`config.mk`:
```
export PLATFORM = sky130hd
export DESIGN_NAME = sysctr_top
export DESIGN_NICKNAME = d
export VERILOG_FILES = /design/src/rtl/sysctr_pkg.sv /design/src/rtl/sysctr_idrom.sv /design/src/rtl/sysctr_accum.sv /design/src/rtl/sysctr_ctlregs.sv /design/src/rtl/sysctr_stsregs.sv /design/src/rtl/sysctr_top.sv
export SDC_FILE = /design/constraint.sdc
export NUM_CORES = 1
export LEC_CHECK = 0
export ABC_AREA = 1
export BUFFER_PORTS_ARGS = -buffer_cell sky130_fd_sc_hd__buf_2
export CAP_MARGIN = 20
export CORE_MARGIN = 2
export CORE_UTILIZATION = 29
export DETAILED_ROUTE_END_ITERATION = 8
export GPL_ROUTABILITY_DRIVEN = 1
export GPL_TIMING_DRIVEN = 0
export PLACE_DENSITY = 0.43
export SLEW_MARGIN = 0
export SYNTH_ARGS = -nofsm -noshare
export SYNTH_HDL_FRONTEND = slang
export SYNTH_HIERARCHICAL = 1
export SYNTH_SLANG_ARGS = --single-unit
```
`constraint.sdc`:
```
create_clock -name clk -period 7.2 [get_ports clk]
set_input_delay 0 -clock clk [delete_from_list [all_inputs] [get_ports clk]]
set_output_delay 0 -clock clk [all_outputs]
set_load 0.02 [all_outputs]
```
`src/rtl/sysctr_pkg.sv`:
```
package sysctr_pkg;

   // Control window word offsets (byte addresses)
   localparam logic [11:0] OFS_CTRL   = 12'h000;
   localparam logic [11:0] OFS_STAT   = 12'h004;
   localparam logic [11:0] OFS_CNTLO  = 12'h008;
   localparam logic [11:0] OFS_CNTHI  = 12'h00C;
   localparam logic [11:0] OFS_SCALE  = 12'h010;
   localparam logic [11:0] OFS_IDENT  = 12'h01C;
   localparam logic [11:0] OFS_SCALEA = 12'h0D0;
   localparam logic [11:0] OFS_SCALE1 = 12'h0D4;

   // Status window offsets
   localparam logic [11:0] OFS_SLO    = 12'h000;
   localparam logic [11:0] OFS_SHI    = 12'h004;

   // Identification byte block
   localparam logic [11:0] OFS_IDB_LO = 12'hFD0;
   localparam logic [11:0] OFS_IDB_HI = 12'hFFC;
   localparam logic [3:0]  IDB_BIAS   = 4'h4;   // word index bits [5:2] at 0xFD0

   localparam logic [7:0]  PID0_CTL   = 8'hBA;
   localparam logic [7:0]  PID0_STS   = 8'hBB;

   typedef struct packed {
      logic errdis;
      logic imask;
      logic scen;
      logic hdbg;
      logic run;
   } ctl_t;

   localparam int CTL_W = $bits(ctl_t);

   function automatic logic [7:0] idb_value(input logic [3:0] idx,
                                            input logic [7:0] pid0);
      logic [7:0] v;
      case (idx)
         4'd0:    v = 8'h04;
         4'd4:    v = pid0;
         4'd5:    v = 8'hB0;
         4'd6:    v = 8'h0B;
         4'd8:    v = 8'h0D;
         4'd9:    v = 8'hF0;
         4'd10:   v = 8'h05;
         4'd11:   v = 8'hB1;
         default: v = 8'h00;
      endcase
      return v;
   endfunction

endpackage

```
`src/rtl/sysctr_idrom.sv`:
```
module sysctr_idrom
   import sysctr_pkg::*;
#(
   parameter int ADDR_W = 12,
   parameter int DATA_W = 32,
   parameter logic [7:0] PID0 = 8'hBA
) (
   input  logic [ADDR_W-1:0] addr,
   output logic              hit,
   output logic [DATA_W-1:0] data
);

   logic [3:0] idx;

   always_comb begin
      hit  = (addr >= ADDR_W'(OFS_IDB_LO)) && (addr <= ADDR_W'(OFS_IDB_HI))
             && (addr[1:0] == 2'b00);
      idx  = addr[5:2] - IDB_BIAS;
      data = hit ? DATA_W'(idb_value(idx, PID0)) : '0;
   end

endmodule

```
`src/rtl/sysctr_accum.sv`:
```
module sysctr_accum #(
   parameter int CNT_W   = 64,
   parameter int FRAC_W  = 24,
   parameter int DATA_W  = 32,
   parameter int SCALE_W = 32
) (
   input  logic               clk,
   input  logic               rst_n,
   input  logic               step,
   input  logic [SCALE_W-1:0] inc,
   input  logic               ld_lo,
   input  logic               ld_hi,
   input  logic [DATA_W-1:0]  ld_data,
   output logic [CNT_W-1:0]   count
);

   localparam int ACC_W = CNT_W + FRAC_W;
   localparam int LO_TOP = FRAC_W + DATA_W - 1;

   logic [ACC_W-1:0] acc_q;

   always_ff @(posedge clk) begin
      if (!rst_n) begin
         acc_q <= '0;
      end else if (ld_lo || ld_hi) begin
         acc_q[FRAC_W-1:0] <= '0;
         if (ld_lo) acc_q[LO_TOP:FRAC_W] <= ld_data;
         if (ld_hi) acc_q[ACC_W-1:LO_TOP+1] <= ld_data;
      end else if (step) begin
         acc_q <= acc_q + ACC_W'(inc);
      end
   end

   assign count = acc_q[ACC_W-1:FRAC_W];

endmodule

```
`src/rtl/sysctr_ctlregs.sv`:
```
module sysctr_ctlregs
   import sysctr_pkg::*;
#(
   parameter int ADDR_W    = 12,
   parameter int DATA_W    = 32,
   parameter int CNT_W     = 64,
   parameter int SCALE_W   = 32,
   parameter int FRAC_W    = 24,
   parameter bit HAS_SCALE = 1'b1
) (
   input  logic               clk,
   input  logic               rst_n,
   input  logic               psel,
   input  logic               penable,
   input  logic               pwrite,
   input  logic [ADDR_W-1:0]  paddr,
   input  logic [DATA_W-1:0]  pwdata,
   input  logic [CNT_W-1:0]   count,
   output logic [DATA_W-1:0]  prdata,
   output logic               pready,
   output ctl_t               ctl,
   output logic [SCALE_W-1:0] scale,
   output logic               ld_lo,
   output logic               ld_hi
);

   localparam logic [SCALE_W-1:0] UNIT = SCALE_W'(1) << FRAC_W;
   localparam logic [DATA_W-1:0] IDENT_WORD =
      (DATA_W'(1) << 17) | DATA_W'(HAS_SCALE);

   logic access, wr;
   logic sel_ctrl, sel_lo, sel_hi, sel_scale, sel_ident;
   logic idb_hit;
   logic [DATA_W-1:0] idb_data;
   logic [DATA_W-1:0] rmux;

   ctl_t ctl_q;

   always_comb begin
      access    = psel && penable;
      wr        = access && pwrite;
      sel_ctrl  = (paddr == ADDR_W'(OFS_CTRL));
      sel_lo    = (paddr == ADDR_W'(OFS_CNTLO));
      sel_hi    = (paddr == ADDR_W'(OFS_CNTHI));
      sel_scale = (paddr == ADDR_W'(OFS_SCALE)) || (paddr == ADDR_W'(OFS_SCALEA));
      sel_ident = (paddr == ADDR_W'(OFS_IDENT));
   end

   assign ld_lo  = wr && sel_lo;
   assign ld_hi  = wr && sel_hi;
   assign pready = psel;
   assign ctl    = ctl_q;

   always_ff @(posedge clk) begin
      if (!rst_n)
         ctl_q <= '0;
      else if (wr && sel_ctrl)
         ctl_q <= ctl_t'(pwdata[CTL_W-1:0]);
   end

   generate
      if (HAS_SCALE) begin : g_scale
         logic [SCALE_W-1:0] scale_q;
         always_ff @(posedge clk) begin
            if (!rst_n)
               scale_q <= UNIT;
            else if (wr && sel_scale)
               scale_q <= pwdata[SCALE_W-1:0];
         end
         assign scale = scale_q;
      end else begin : g_noscale
         assign scale = UNIT;
      end
   endgenerate

   sysctr_idrom #(
      .ADDR_W (ADDR_W),
      .DATA_W (DATA_W),
      .PID0   (PID0_CTL)
   ) u_idb (
      .addr (paddr),
      .hit  (idb_hit),
      .data (idb_data)
   );

   always_comb begin
      rmux = '0;
      if (sel_ctrl)
         rmux = DATA_W'(ctl_q);
      else if (sel_lo)
         rmux = count[DATA_W-1:0];
      else if (sel_hi)
         rmux = count[CNT_W-1:DATA_W];
      else if (sel_scale)
         rmux = HAS_SCALE ? DATA_W'(scale) : '0;
      else if (sel_ident)
         rmux = IDENT_WORD;
      else if (idb_hit)
         rmux = idb_data;
      prdata = (access && !pwrite) ? rmux : '0;
   end

endmodule

```
`src/rtl/sysctr_stsregs.sv`:
```
module sysctr_stsregs
   import sysctr_pkg::*;
#(
   parameter int ADDR_W = 12,
   parameter int DATA_W = 32,
   parameter int CNT_W  = 64
) (
   input  logic              psel,
   input  logic              penable,
   input  logic              pwrite,
   input  logic [ADDR_W-1:0] paddr,
   input  logic [CNT_W-1:0]  count,
   output logic [DATA_W-1:0] prdata,
   output logic              pready
);

   logic idb_hit;
   logic [DATA_W-1:0] idb_data;
   logic [DATA_W-1:0] rmux;

   sysctr_idrom #(
      .ADDR_W (ADDR_W),
      .DATA_W (DATA_W),
      .PID0   (PID0_STS)
   ) u_idb (
      .addr (paddr),
      .hit  (idb_hit),
      .data (idb_data)
   );

   always_comb begin
      if (paddr == ADDR_W'(OFS_SLO))
         rmux = count[DATA_W-1:0];
      else if (paddr == ADDR_W'(OFS_SHI))
         rmux = count[CNT_W-1:DATA_W];
      else
         rmux = idb_data;
      prdata = (psel && penable && !pwrite) ? rmux : '0;
   end

   assign pready = psel;

endmodule

```
`src/rtl/sysctr_top.sv`:
```
module sysctr_top
   import sysctr_pkg::*;
#(
   parameter int ADDR_W    = 12,
   parameter int DATA_W    = 32,
   parameter int CNT_W     = 64,
   parameter int FRAC_W    = 24,
   parameter int SCALE_W   = 32,
   parameter bit HAS_SCALE = 1'b1
) (
   input  logic              clk,
   input  logic              rst_n,
   input  logic              tick_i,
   input  logic              ctl_psel,
   input  logic              ctl_penable,
   input  logic              ctl_pwrite,
   input  logic [ADDR_W-1:0] ctl_paddr,
   input  logic [DATA_W-1:0] ctl_pwdata,
   output logic [DATA_W-1:0] ctl_prdata,
   output logic              ctl_pready,
   input  logic              sts_psel,
   input  logic              sts_penable,
   input  logic              sts_pwrite,
   input  logic [ADDR_W-1:0] sts_paddr,
   output logic [DATA_W-1:0] sts_prdata,
   output logic              sts_pready,
   output logic [CNT_W-1:0]  count_o
);

   localparam logic [SCALE_W-1:0] UNIT = SCALE_W'(1) << FRAC_W;

   initial begin : p_param_check
      assert (CNT_W == 2 * DATA_W)
         else $fatal(1, "count width must be two data words");
      assert (FRAC_W < SCALE_W && SCALE_W <= DATA_W)
         else $fatal(1, "scale must hold one unit and fit a data word");
      assert (ADDR_W >= 12)
         else $fatal(1, "window needs at least 12 offset bits");
   end

   ctl_t               ctl;
   logic [SCALE_W-1:0] scale;
   logic [SCALE_W-1:0] inc;
   logic               ld_lo, ld_hi;
   logic [CNT_W-1:0]   count;

   sysctr_ctlregs #(
      .ADDR_W    (ADDR_W),
      .DATA_W    (DATA_W),
      .CNT_W     (CNT_W),
      .SCALE_W   (SCALE_W),
      .FRAC_W    (FRAC_W),
      .HAS_SCALE (HAS_SCALE)
   ) u_ctl (
      .clk     (clk),
      .rst_n   (rst_n),
      .psel    (ctl_psel),
      .penable (ctl_penable),
      .pwrite  (ctl_pwrite),
      .paddr   (ctl_paddr),
      .pwdata  (ctl_pwdata),
      .count   (count),
      .prdata  (ctl_prdata),
      .pready  (ctl_pready),
      .ctl     (ctl),
      .scale   (scale),
      .ld_lo   (ld_lo),
      .ld_hi   (ld_hi)
   );

   generate
      if (HAS_SCALE) begin : g_inc_scaled
         assign inc = ctl.scen ? scale : UNIT;
      end else begin : g_inc_unit
         assign inc = UNIT;
      end
   endgenerate

   sysctr_accum #(
      .CNT_W   (CNT_W),
      .FRAC_W  (FRAC_W),
      .DATA_W  (DATA_W),
      .SCALE_W (SCALE_W)
   ) u_acc (
      .clk     (clk),
      .rst_n   (rst_n),
      .step    (ctl.run && tick_i),
      .inc     (inc),
      .ld_lo   (ld_lo),
      .ld_hi   (ld_hi),
      .ld_data (ctl_pwdata),
      .count   (count)
   );

   sysctr_stsregs #(
      .ADDR_W (ADDR_W),
      .DATA_W (DATA_W),
      .CNT_W  (CNT_W)
   ) u_sts (
      .psel    (sts_psel),
      .penable (sts_penable),
      .pwrite  (sts_pwrite),
      .paddr   (sts_paddr),
      .count   (count),
      .prdata  (sts_prdata),
      .pready  (sts_pready)
   );

   assign count_o = count;

endmodule

```
Word-level counts from Yosys, hierarchy flattened
Memory sizes are Yosys's and may differ from the RTL's.
Index checks and enable logic that the tools add are counted.

operators by class
  reductions and logical operators = 26
  equality and inequality tests = 8
  shift-type cells = 0
  $add $sub $neg = 3
  bitwise gates (word level) = 1
  $mul = 0
  order comparisons = 4
  multiplexer cells = 16
  div/mod/pow operators = 0

operators with widths
  operator                                                   count
  two-way mux 32 bit                                         12
  two-way mux 88 bit                                         2
  adder 88 x 32 -> 88 bit                                    1
  == test 12 x 4 -> 1 bit, second input constant             2
  == test 12 x 5 -> 1 bit, second input constant             2
  greater-or-equal comparator 12 bit, second input constant  2
  less-or-equal comparator 12 bit, second input constant     2
  logical NOT 12 bit                                         2
  two-way mux 8 bit                                          2
  logical AND 1 bit                                          14
  == test 12 x 3 -> 1 bit, second input constant             1
  == test 12 x 8 -> 1 bit, second input constant             1
  subtractor 4 x 3 -> 4 bit, second input constant           2
  logical NOT 2 bit                                          2
  inequality test 2 x 1 -> 1 bit, second input constant      2
  AND reduction 2 bit                                        2
  logical NOT 1 bit                                          2
  logical OR 1 bit                                           2
  nonzero test 2 bit                                         1
  OR reduction 2 bit                                         1
  NOT 1 bit                                                  1

word-level totals
  memories = 2
  bits in registers = 125
  logic and storage cells = 69
  output and inout port bits = 130
  memory bits (writable) = 0
  bits in read-only memories = 256
  bits in latches = 0

memory list
  memory           words  bits a word  read ports  clocked after memory_dff  wr ports  RTL line          RTL
  (no name shown)  16     8            1           0                         0         sysctr_pkg.sv:38  case (idx)
  (no name shown)  16     8            1           0                         0         sysctr_pkg.sv:38

Longest topological paths before layout
Gate-level depths: netlist (run 1).

  word-level depth = 10
  depth in mapped cells = 18
  gate-level depth less buffers = 17

Modules after synthesis
The synthesis (run 1) kept the hierarchy.

by module, submodules not included
  module                       area an instance (um2)  times used  cells an instance
  sysctr_accum                 9397.8                  1           1722
  sysctr_ctlregs               2885.3                  1           472
  sysctr_stsregs               1209.9                  1           264
  sysctr_idrom at u_sts.u_idb  401.6                   1           67
  sysctr_idrom at u_ctl.u_idb  391.6                   1           69
  sysctr_top                   281.5                   1           69

Worst setup path after synthesis (run 1)
No wires, ideal clock.

  path type = register to register
  start = reg u_ctl.ctl_q, in the netlist u_ctl/ctl[2]
  end = reg u_acc.acc_q[48]
  arrival time = 2.227 ns
  data required time = 7.130 ns
  path slack = 4.904 ns
  stages on the path, launching flop included = 17
  period minus slack after synthesis = 2.296 ns
  cell sequence = dfxtp_1 > buf_6 > nand2_1 > inv_1 > ha_1 > fa_1 > nand3_1 > nand3_1 > nand2_1 > nand2_1 > nand2_1 > nand2_1 > nand2_1 > nand2_1 > a21oi_1 > o21ai_0 > a21oi_1

between the ends
  cells in the longest elaborated chain, start to end = 4

RTL lines
  item                           RTL line              RTL
  start, declared                sysctr_ctlregs.sv:37  ctl_t ctl_q;
  start signal, assigned         sysctr_ctlregs.sv:58  ctl_q <= ctl_t'(pwdata[CTL_W-1:0]);
  two-way mux 32 bit             sysctr_top.sv:73      assign inc = ctl.scen ? scale : UNIT;
  named net inc[0]               sysctr_top.sv:43      logic [SCALE_W-1:0] inc;
  adder 88 x 32 -> 88 bit        sysctr_accum.sv:30    acc_q <= acc_q + ACC_W'(inc);
  two-way mux 88 bit             sysctr_accum.sv:29    end else if (step) begin
  two-way mux 88 bit             sysctr_accum.sv:25    end else if (ld_lo || ld_hi) begin
  end signal, assigned by index  sysctr_accum.sv:27    if (ld_lo) acc_q[LO_TOP:FRAC_W] <= ld_data;
  end signal, assigned by index  sysctr_accum.sv:28    if (ld_hi) acc_q[ACC_W-1:LO_TOP+1] <= ld_data;
  end signal, assigned           sysctr_accum.sv:30
  end, declared                  sysctr_accum.sv:20    logic [ACC_W-1:0] acc_q;

The timed path passes the listed nets, and every way through them passes these cells. The select of a mux whose other input is x is not followed.
A chain may end at the register's enable or synchronous reset.

Final worst setup path (run 1)
  start = reg u_ctl.ctl_q, in the netlist u_ctl/ctl[2]
  end = reg u_acc.acc_q[62]

Same word-level chain as after synthesis.

==> results of run 1 <==
[power by group]
group          total [W]  switching (W)  internal, W
clock network   0.000832       0.000388     0.000444
logic           0.000159      0.0000918    0.0000673
registers       0.000691   0.0000000981     0.000691
[repair_timing]
action / in CTS / in global routing
endpoints found under the setup margin: 0 / 0
hold buffers: 33 / 0
endpoints found under the hold margin: 68 / 0
[cell type report]
cell class,instances,area (µm²)
fillers,5816,32400
multi-input cells,1937,9180
flip-flops and latches,125,2500
inverters,431,1620
plain buffers,215,1440
repair buffers,227,1300
well taps,672,841
clock buffers,18,429
clock inverters,14,109
[sequential cells by signal, summed over array words and instances (netlist names)]
| signal | flops |
|---|---|
| u_ctl/ctl | 5 |
| u_ctl/scale | 32 |
| u_acc/acc_q | 88 |
[routing by layer]
metal	global-route usage, %	wire [µm]
met1	38.2	34900
met3	4.99	4630
met4	9.62	2420
met2	47.6	34600
met5	0	0
[metrics by stage]
stage / worst slack [ns] / power, W / util [%] / hold WS [ns] / std cells
detailed placement: 3.47 / 0.000849 / 33.2 / 0.306 / 3574
global placement: 3.46 / 0.000849 / 33.2 / 0.302 / 3574
CTS: 3.75 / 0.00170 / 34.9 / 0.0868 / 3639
global route: 3.53 / 0.00175 / 34.9 / 0.125 / 3639
floorplan: 4.90 / 0.000792 / - / 0.113 / 2708
finish: 3.73 / 0.00168 / 34.9 / 0.118 / 3639
[worst paths after layout]
path                                        end  cells past startpoint            from
worst max register to register  u_acc/acc_q[62]                     16    u_ctl/ctl[2]
worst min register to register   u_ctl/scale[6]                      2  u_ctl/scale[6]
worst max-delay path            u_acc/acc_q[62]                     16    u_ctl/ctl[2]
worst min-delay path            u_ctl/scale[24]                      7    ctl_paddr[0]
[worst max-delay path: stages (launching register included)]
cell,delay (ns)
dfxtp_1,0.50
buf_6,0.24
nand2_1,0.06
inv_1,0.04
ha_1,0.25
fa_1,0.46
nand3_1,0.11
nand3_1,0.24
nand2_1,0.14
nand2_1,0.17
nand2_1,0.11
nand2_1,0.16
nand2_1,0.16
nand3_2,0.17
nand3_1,0.12
nand3_1,0.25
a21oi_1,0.21
==> impl_metrics.yaml, run 1 <==
cts:
  cts_num_sinks: 125
  clock_latency_ns: 0.47
  numCtsBuffers: 17
  cts_setup_buffers: 0
  cts_max_level: 4
  ctsResizeCount: 0
  cts_max_path_buffers: 2
  cts_tree: "done"
  cts.clk_slew.worst_paths_ns: 0.07
  root_buffer: "clkbuf_16"
timing:
  worstMarginPinSlew_ns: 0.941
  finalCriticalPeriod_ns: 3.47
  setup_tns_ns: 0
  setup_violations: 0
  rsz0062_at_grt: "no"
  min_period_over_period_pct: 48.2
  hold_viol: 0
  drv_slew: 0
  relSlewSlack_pct: 37.3
  finalClockSkew_ns: 0.0153
  fmax_ghz: 0.288
run_status:
  outcome: "complete, no violations"
layout:
  final_cell_area_um2: 17400
  drive_above_1_share_pct: 16.0
  diodes: 0
  final_common_cell: "nand2_1"
  nNetsFinal: 3056
  syn_to_final_growth_pct: 19.6
  final_cell_mix: "600 x nand2_1, 417 x inv_1, 381 x nor2_1, 228 x nand3_1, 224 x buf_2"
synth:
  avgSynthCellArea_um2: 5.47
  netlist_instances: 2662
  yosysWarnings: 6
  syn_area_um2: 14600
worst_setup_path:
  critPathRequiredTime_ns: 7.61
  crit_type: "reg -> reg"
  end_kind: "flop"
  reg2reg_slack_ns: 3.73
  arrival_ns: 3.88
  setup.worst_path.start_class: "flop"
  cp_max_fo: 10
detailed_routing:
  ant_nets: 0
  drt_iter0_markers: 1556
  vias: 17847
  drc: 0
  wl_mm: 76.5
  routed_via_density: 4.90
  routedWlPerCell_um: 21.0
  dr.pass1.iters: 5
place:
  dp_hpwl_mm: 64.6
  placed_cell_area_um2: 16500
  io_buffers: 194
  finalWeightedCongestion: 0.981
die:
  coreArea_um2: 49900
  die_area_um2: 52000
  start_util_pct: 29.2
  die_h_um: 228
  num_io_pins: 195
  row_count: 82
  die_w_um: 228
power:
  powerDensity_nw_per_um2: 96.6
  leakage_nw: 9.31
  ir_drop_mv: 0.146
min_path:
  hold_class: "in -> reg"
global_route:
  grt_overflow: 0
  grt_pass1_vias: 16818
  grt_usage_pct: 28.9
  grt_pass1_wl_mm: 111
  antenna_found_initial: 0
  grt_max_degree: 17
job:
  cap_viol_max_count: 0
(Power assumes the default switching activity.)
==> run 2: changes to the inputs <==
--- a/config.mk
+++ b/config.mk
@@ -5,7 +5,7 @@
 export SDC_FILE = /design/constraint.sdc
 export NUM_CORES = 1
 export LEC_CHECK = 0
-export ABC_AREA = 1
+export ABC_AREA = 0
 export BUFFER_PORTS_ARGS = -buffer_cell sky130_fd_sc_hd__buf_2
 export CAP_MARGIN = 20
 export CORE_MARGIN = 2
@@ -13,7 +13,7 @@
 export DETAILED_ROUTE_END_ITERATION = 8
 export GPL_ROUTABILITY_DRIVEN = 1
 export GPL_TIMING_DRIVEN = 0
-export PLACE_DENSITY = 0.43
+export PLACE_DENSITY = 0.45
 export SLEW_MARGIN = 0
 export SYNTH_ARGS = -nofsm -noshare
 export SYNTH_HDL_FRONTEND = slang
==> constraint.sdc (replaced) <==
create_clock -name clk -period 3.1 [get_ports clk]
set_input_delay 0 -clock clk [delete_from_list [all_inputs] [get_ports clk]]
set_output_delay 0 -clock clk [all_outputs]
set_load 0.02 [all_outputs]
==> run 2 against run 1 <==
  * The flow now finishes with violations (negative setup slack)
  * Core utilization is 3.1 points higher
  * Non-clock buffer count up 42
  * Fmax grew 8.8%
  * Clock-buffer cell count is 2 higher
  * Setup slack got worse by 3.8 ns
  * Sequential cell count stayed put
  * Critical path depth fell by 5
  * Clock skew down 0.0067 ns
  * Sequential share of layout area increased by 1.0 points
  * Critical endpoint is now u_acc/acc_q[54]
==> impl_metrics.yaml, run 2 <==
detailed_routing:
  wl_mm: 65.8
  routed_via_density: 5.73
  dr.pass1.iters: 6
  vias: 14601
  ant_nets: 0
  drc: 0
  drt_iter0_markers: 1607
  routedWlPerCell_um: 25.8
layout:
  syn_to_final_growth_pct: 30.0
  diodes: 0
  final_cell_mix: "221 x buf_2, 167 x nand2_1, 151 x buf_4, 124 x dfxtp_1, 95 x nor2_1"
  regMostFlops: "u_acc/acc_q"
  nNetsFinal: 2054
  drive_above_1_share_pct: 33.7
  final_common_cell: "buf_2"
  final_cells: 2550
  final_util_pct: 38.0
  largest_reg_flops: 88
synth:
  netlist_instances: 1630
  avgSynthCellArea_um2: 7.69
  syn_area_um2: 12500
  yosysWarnings: 6
timing:
  setup_slack_ns: -0.0937
  fmax_ghz: 0.313
  setup_tns_ns: -0.134
  min_period_over_period_pct: 103
  rsz0062_at_grt: "yes"
  hold_viol: 0
  finalCriticalPeriod_ns: 3.19
  setup_violations: 3
  relSlewSlack_pct: 31.6
  worstMarginPinSlew_ns: 1.03
  timing.hold.ws_ns: 0.0486
  finalClockSkew_ns: 0.00856
  drv_slew: 0
die:
  start_util_pct: 29.2
  num_io_pins: 195
  die_w_um: 212
  die_area_um2: 44900
  coreArea_um2: 42900
  row_count: 76
  die_h_um: 212
worst_setup_path:
  end_kind: "flop"
  reg2reg_slack_ns: -0.09
  crit_start: "u_ctl/ctl[2]"
  r2r_cells: 11
  crit_path_end: "u_acc/acc_q[54]"
  rr_startpoint: "u_ctl/ctl[2]"
  cp_max_fo: 10
  crit_slowest_cell: "ha_1"
  max_stage_delay_ns: 0.39
  critPathRequiredTime_ns: 3.39
  arrival_ns: 3.48
  crit_type: "reg -> reg"
  setup.worst_path.start_class: "flop"
  r2r-end: "u_acc/acc_q[54]"
  path_cells: "clkbuf_4 > and2_2 > ha_1 > a21oi_1 > o211ai_1 > a21boi_1 > o21ai_1 > a32o_2 > and2b_2 > o311ai_1 > a41oi_1"
cts:
  root_buffer: "clkbuf_16"
  clock_latency_ns: 0.45
  cts.clk_slew.worst_paths_ns: 0.06
  cts_num_sinks: 125
  cts_max_level: 4
  cts_tree: "done"
  cts_max_path_buffers: 2
  numCtsBuffers: 17
power:
  switching_share_pct: 28.8
  clockPowerShare_pct: 49.2
  power_switching_w: 0.00118
  powerDensity_nw_per_um2: 252
  leakage_nw: 6.41
  internal_power_w: 0.00293
  ir_drop_mv: 0.422
  power_frac_comb_pct: 11.8
  seqPwrFrac_pct: 39.0
global_route:
  grt_busiest_layer: "met2"
  grt_overflow: 0
  grt_pass1_wl_mm: 93.2
  use_met1_pct: 39.5
  antenna_found_initial: 1
  grt_usage_pct: 28.4
  gr-usage-met3_pct: 3.52
  grt_pass1_vias: 13549
  grt_max_degree: 17
  grt_use_met2_pct: 44.5
min_path:
  hold_class: "in -> reg"
place:
  finalWeightedCongestion: 0.973
  dp_hpwl_mm: 51.7
  io_buffers: 194
  dp.cells: 2456
job:
  cap_viol_max_count: 0
run_status:
  violations: "negative setup slack"
  outcome: "finished with violations"
-- run 2: worst min-delay path by stage --
stage	from	endpoint	slack, ns	cells after the start
2_1_floorplan	ctl_psel	ctl_pready	0.11	1
3_3_place_gp	sts_psel	sts_pready	0.32	3
3_5_place_dp	sts_psel	sts_pready	0.32	3
4_1_cts	rst_n	u_acc/acc_q[31]	0.03	4
5_1_grt	rst_n	u_acc/acc_q[31]	0.12	4
6_report	rst_n	u_acc/acc_q[31]	0.05	4
-- run 2: area by class of cell --
type | count | area, µm²
clock inverters | 12 | 114
fillers | 4573 | 26600
plain buffers | 224 | 1490
flip-flops and latches | 125 | 2510
well taps | 585 | 732
clock buffers | 20 | 457
multi-input cells | 1294 | 9290
repair buffers | 260 | 1610
inverters | 30 | 114
-- run 2: routing by layer --
layer,part of all wire [%],routed length [µm],up-vias
met3,7.9,5220,127
met4,3.9,2570,0
li1,-,-,6638
met1,45,29500,7076
met2,43,28500,760
met5,0,0,-
-- run 2: critical path: cells and delay by family, from the launching register on --
kind                     cells  cell delay [ns]
adder cells (fa/ha/maj)      1             0.39
buffers and inverters        1             0.17
AO/OA/AOI/OAI                7             1.61
flip-flops                   1             0.38
AND/OR/NAND/NOR              2             0.47
-- run 2: power groups by stage --
stage	registers (W)	clock network, W	logic [W]
2_1_floorplan	0.00164	0	0.000232
3_3_place_gp	0.00164	0	0.000438
3_5_place_dp	0.00164	0	0.000441
4_1_cts	0.00161	0.00205	0.000474
5_1_grt	0.00160	0.00211	0.000513
6_report	0.00161	0.00202	0.000485
-- run 2: repair_timing --
item                                    CTS  global route
endpoints found under the setup margin   85            74
resized for setup                        95           103
hold buffers                             32             0
endpoints found under the hold margin    59             0
buffers inserted                         23             7
cloned                                    2             1
pin swaps                                21            35
-- run 2: through the flow --
step | instance area, µm² | worst slack [ns] | power [W]
detailed placement | 14400 | -1.30 | 0.00208
finish | 16300 | -0.0937 | 0.00411
CTS | 15900 | -0.105 | 0.00413
global placement | 14400 | -1.60 | 0.00208
global route | 16300 | -0.147 | 0.00422
floorplan | 12700 | 0.105 | 0.00187
==> run 3: changes to the inputs <==
==> constraint.sdc (replaced) <==
create_clock -name clk -period 2.7 [get_ports clk]
set_input_delay 0 -clock clk [delete_from_list [all_inputs] [get_ports clk]]
set_output_delay 0 -clock clk [all_outputs]
set_load 0.02 [all_outputs]
==> run 3 against run 2 <==
  * The run still ends with negative setup slack left
  * Clock power increased by 25%
  * Via count up 2.6%
  * Clock-buffer cell count shrank 1
  * Cell area increased by 10%
  * Critical endpoint is now u_acc/acc_q[82]
  * Largest cell class unchanged
  * Largest power group unchanged
  * Highest routed layer unchanged
==> impl_metrics.yaml, run 3 (same netlist as run 2, synthesis figures left out) <==
worst_setup_path:
  crit_start: "u_acc/acc_q[54]"
  r2r-end: "u_acc/acc_q[82]"
  crit_path_end: "u_acc/acc_q[82]"
  r2r_cells: 7
  rr_startpoint: "u_acc/acc_q[54]"
  cp_max_fo: 8
  end_kind: "flop"
  reg2reg_slack_ns: -0.44
  crit_type: "reg -> reg"
  arrival_ns: 3.43
  setup.worst_path.start_class: "flop"
  critPathRequiredTime_ns: 3.00
timing:
  hold_viol: 0
  drv_slew: 0
  finalClockSkew_ns: 0.0102
  worstMarginPinSlew_ns: 1.13
  fmax_ghz: 0.319
  rsz0062_at_grt: "yes"
  finalCriticalPeriod_ns: 3.14
  setup_violations: 62
  setup_slack_ns: -0.437
  setup_tns_ns: -14.60
  min_period_over_period_pct: 116
  relSlewSlack_pct: 24.6
power:
  powerDensity_nw_per_um2: 274
  ir_drop_mv: 0.425
  leakage_nw: 6.97
global_route:
  antenna_found_initial: 0
  grt_usage_pct: 28.7
  grt_max_degree: 17
  grt_pass1_wl_mm: 94.0
  grt_pass1_vias: 13970
  grt_overflow: 0
layout:
  largest_reg_flops: 88
  final_cell_mix: "215 x buf_2, 182 x buf_4, 156 x nand2_1, 123 x dfxtp_1, 91 x nor2_1"
  final_common_cell: "buf_2"
  final_cell_area_um2: 18000
  syn_to_final_growth_pct: 43.4
  final_util_pct: 41.9
  regMostFlops: "u_acc/acc_q"
  diodes: 0
  nNetsFinal: 2112
  drive_above_1_share_pct: 40.9
  fillers: 4371
run_status:
  outcome: "finished with violations"
  violations: "negative setup slack"
die:
  start_util_pct: 29.2
  die_w_um: 212
  die_h_um: 212
  die_area_um2: 44900
  num_io_pins: 195
  coreArea_um2: 42900
  row_count: 76
detailed_routing:
  drc: 0
  drt_iter0_markers: 1487
  wl_met3_mm: 5.05
  dr_wl_met2_mm: 29.2
  wl_met1_mm: 29.2
  wl_mm: 66.9
  vias: 14982
  top_layer_used: "met4"
  ant_nets: 0
  dr.pass1.iters: 5
  routed_via_density: 5.74
  routedWlPerCell_um: 25.6
cts:
  cts_max_path_buffers: 2
  clock_latency_ns: 0.46
  numCtsBuffers: 17
  cts_tree: "done"
  root_buffer: "clkbuf_16"
  cts_max_level: 4
  cts_num_sinks: 125
  cts.clk_slew.worst_paths_ns: 0.06
min_path:
  hold_class: "in -> reg"
place:
  finalWeightedCongestion: 0.968
  io_buffers: 194
  dp_hpwl_mm: 51.7
  placed_cell_area_um2: 14500
job:
  cap_viol_max_count: 0
==> run 3: changes by cell type in the layout (fill, tap and decap cells not counted), moves of 8 or more <==
cell | before | now
and2_4 | 1 | 13
and2_2 | 30 | 21
a21oi_2 | 10 | 22
ha_2 | 11 | 3
a211oi_2 | 4 | 12
a21oi_1 | 78 | 63
nand2_1 | 167 | 156
buf_4 | 151 | 182
buf_6 | 16 | 43
ha_1 | 19 | 9
o21ai_0 | 49 | 36
a211oi_1 | 50 | 42
ha_4 | 6 | 24
==> run 3: what timing repair did <==
item	CTS	global route
setup endpoints to repair	88	87
resized for setup	287	120
setup buffers	69	28
hold endpoints to repair	59	0
cloned	1	0
pin swaps	113	77
hold buffers	32	0
==> run 3: metal layers <==
metal / vias up / global-route usage [%]
li1: 6767 / -
met1: 7335 / 38.3
met2: 742 / 44.5
met3: 138 / 4.54
met4: 0 / 14.6
met5: - / 0
==> run 3: how the worst min path moves through the flow <==
stage          startpoint         endpoint  slack, ns  cells past startpoint
2_1_floorplan    ctl_psel       ctl_pready       0.11                      1
3_3_place_gp     sts_psel       sts_pready       0.32                      3
3_5_place_dp     sts_psel       sts_pready       0.32                      3
4_1_cts             rst_n  u_acc/acc_q[31]       0.05                      4
5_1_grt             rst_n  u_acc/acc_q[31]       0.12                      4
6_report            rst_n  u_acc/acc_q[31]       0.10                      4
==> run 3: power breakdown <==
group	internal, W	switching [W]	total [W]
clock	0.00150	0.00103	0.00253
combinational	0.000203	0.000357	0.000560
sequential	0.00184	0.0000000829	0.00184
==> run 3: stage by stage <==
stage / setup slack (ns) / total power [W] / instances / hold slack, ns
global placement: -1.52 / 0.00238 / 2455 / 0.325
CTS: -0.350 / 0.00495 / 2585 / 0.0523
detailed placement: -1.52 / 0.00239 / 2455 / 0.322
finish: -0.437 / 0.00493 / 2608 / 0.100
floorplan: -0.0660 / 0.00215 / 1676 / 0.113
global route: -0.478 / 0.00507 / 2608 / 0.119
==> run 3: area by class of cell <==
type | count | area (µm²) | share of cell area [%]
Multi-Input combinational cell | 1294 | 10200 | 56.9
Sequential cell | 125 | 2510 | 13.9
Timing Repair Buffer | 320 | 2220 | 12.4
Buffer | 222 | 1560 | 8.65
Tap cell | 585 | 732 | 4.07
Clock buffer | 19 | 443 | 2.46
Clock inverter | 13 | 176 | 0.981
Inverter | 30 | 118 | 0.654
==> run 3: critical path: stages, from the launching register on <==
cell	delay, ns
dfxtp_1	0.55
and4_1	0.36
nand3_1	0.37
nor2_1	0.49
nand3_1	0.19
nor4_1	0.65
and4_1	0.32
nor4_2	0.04
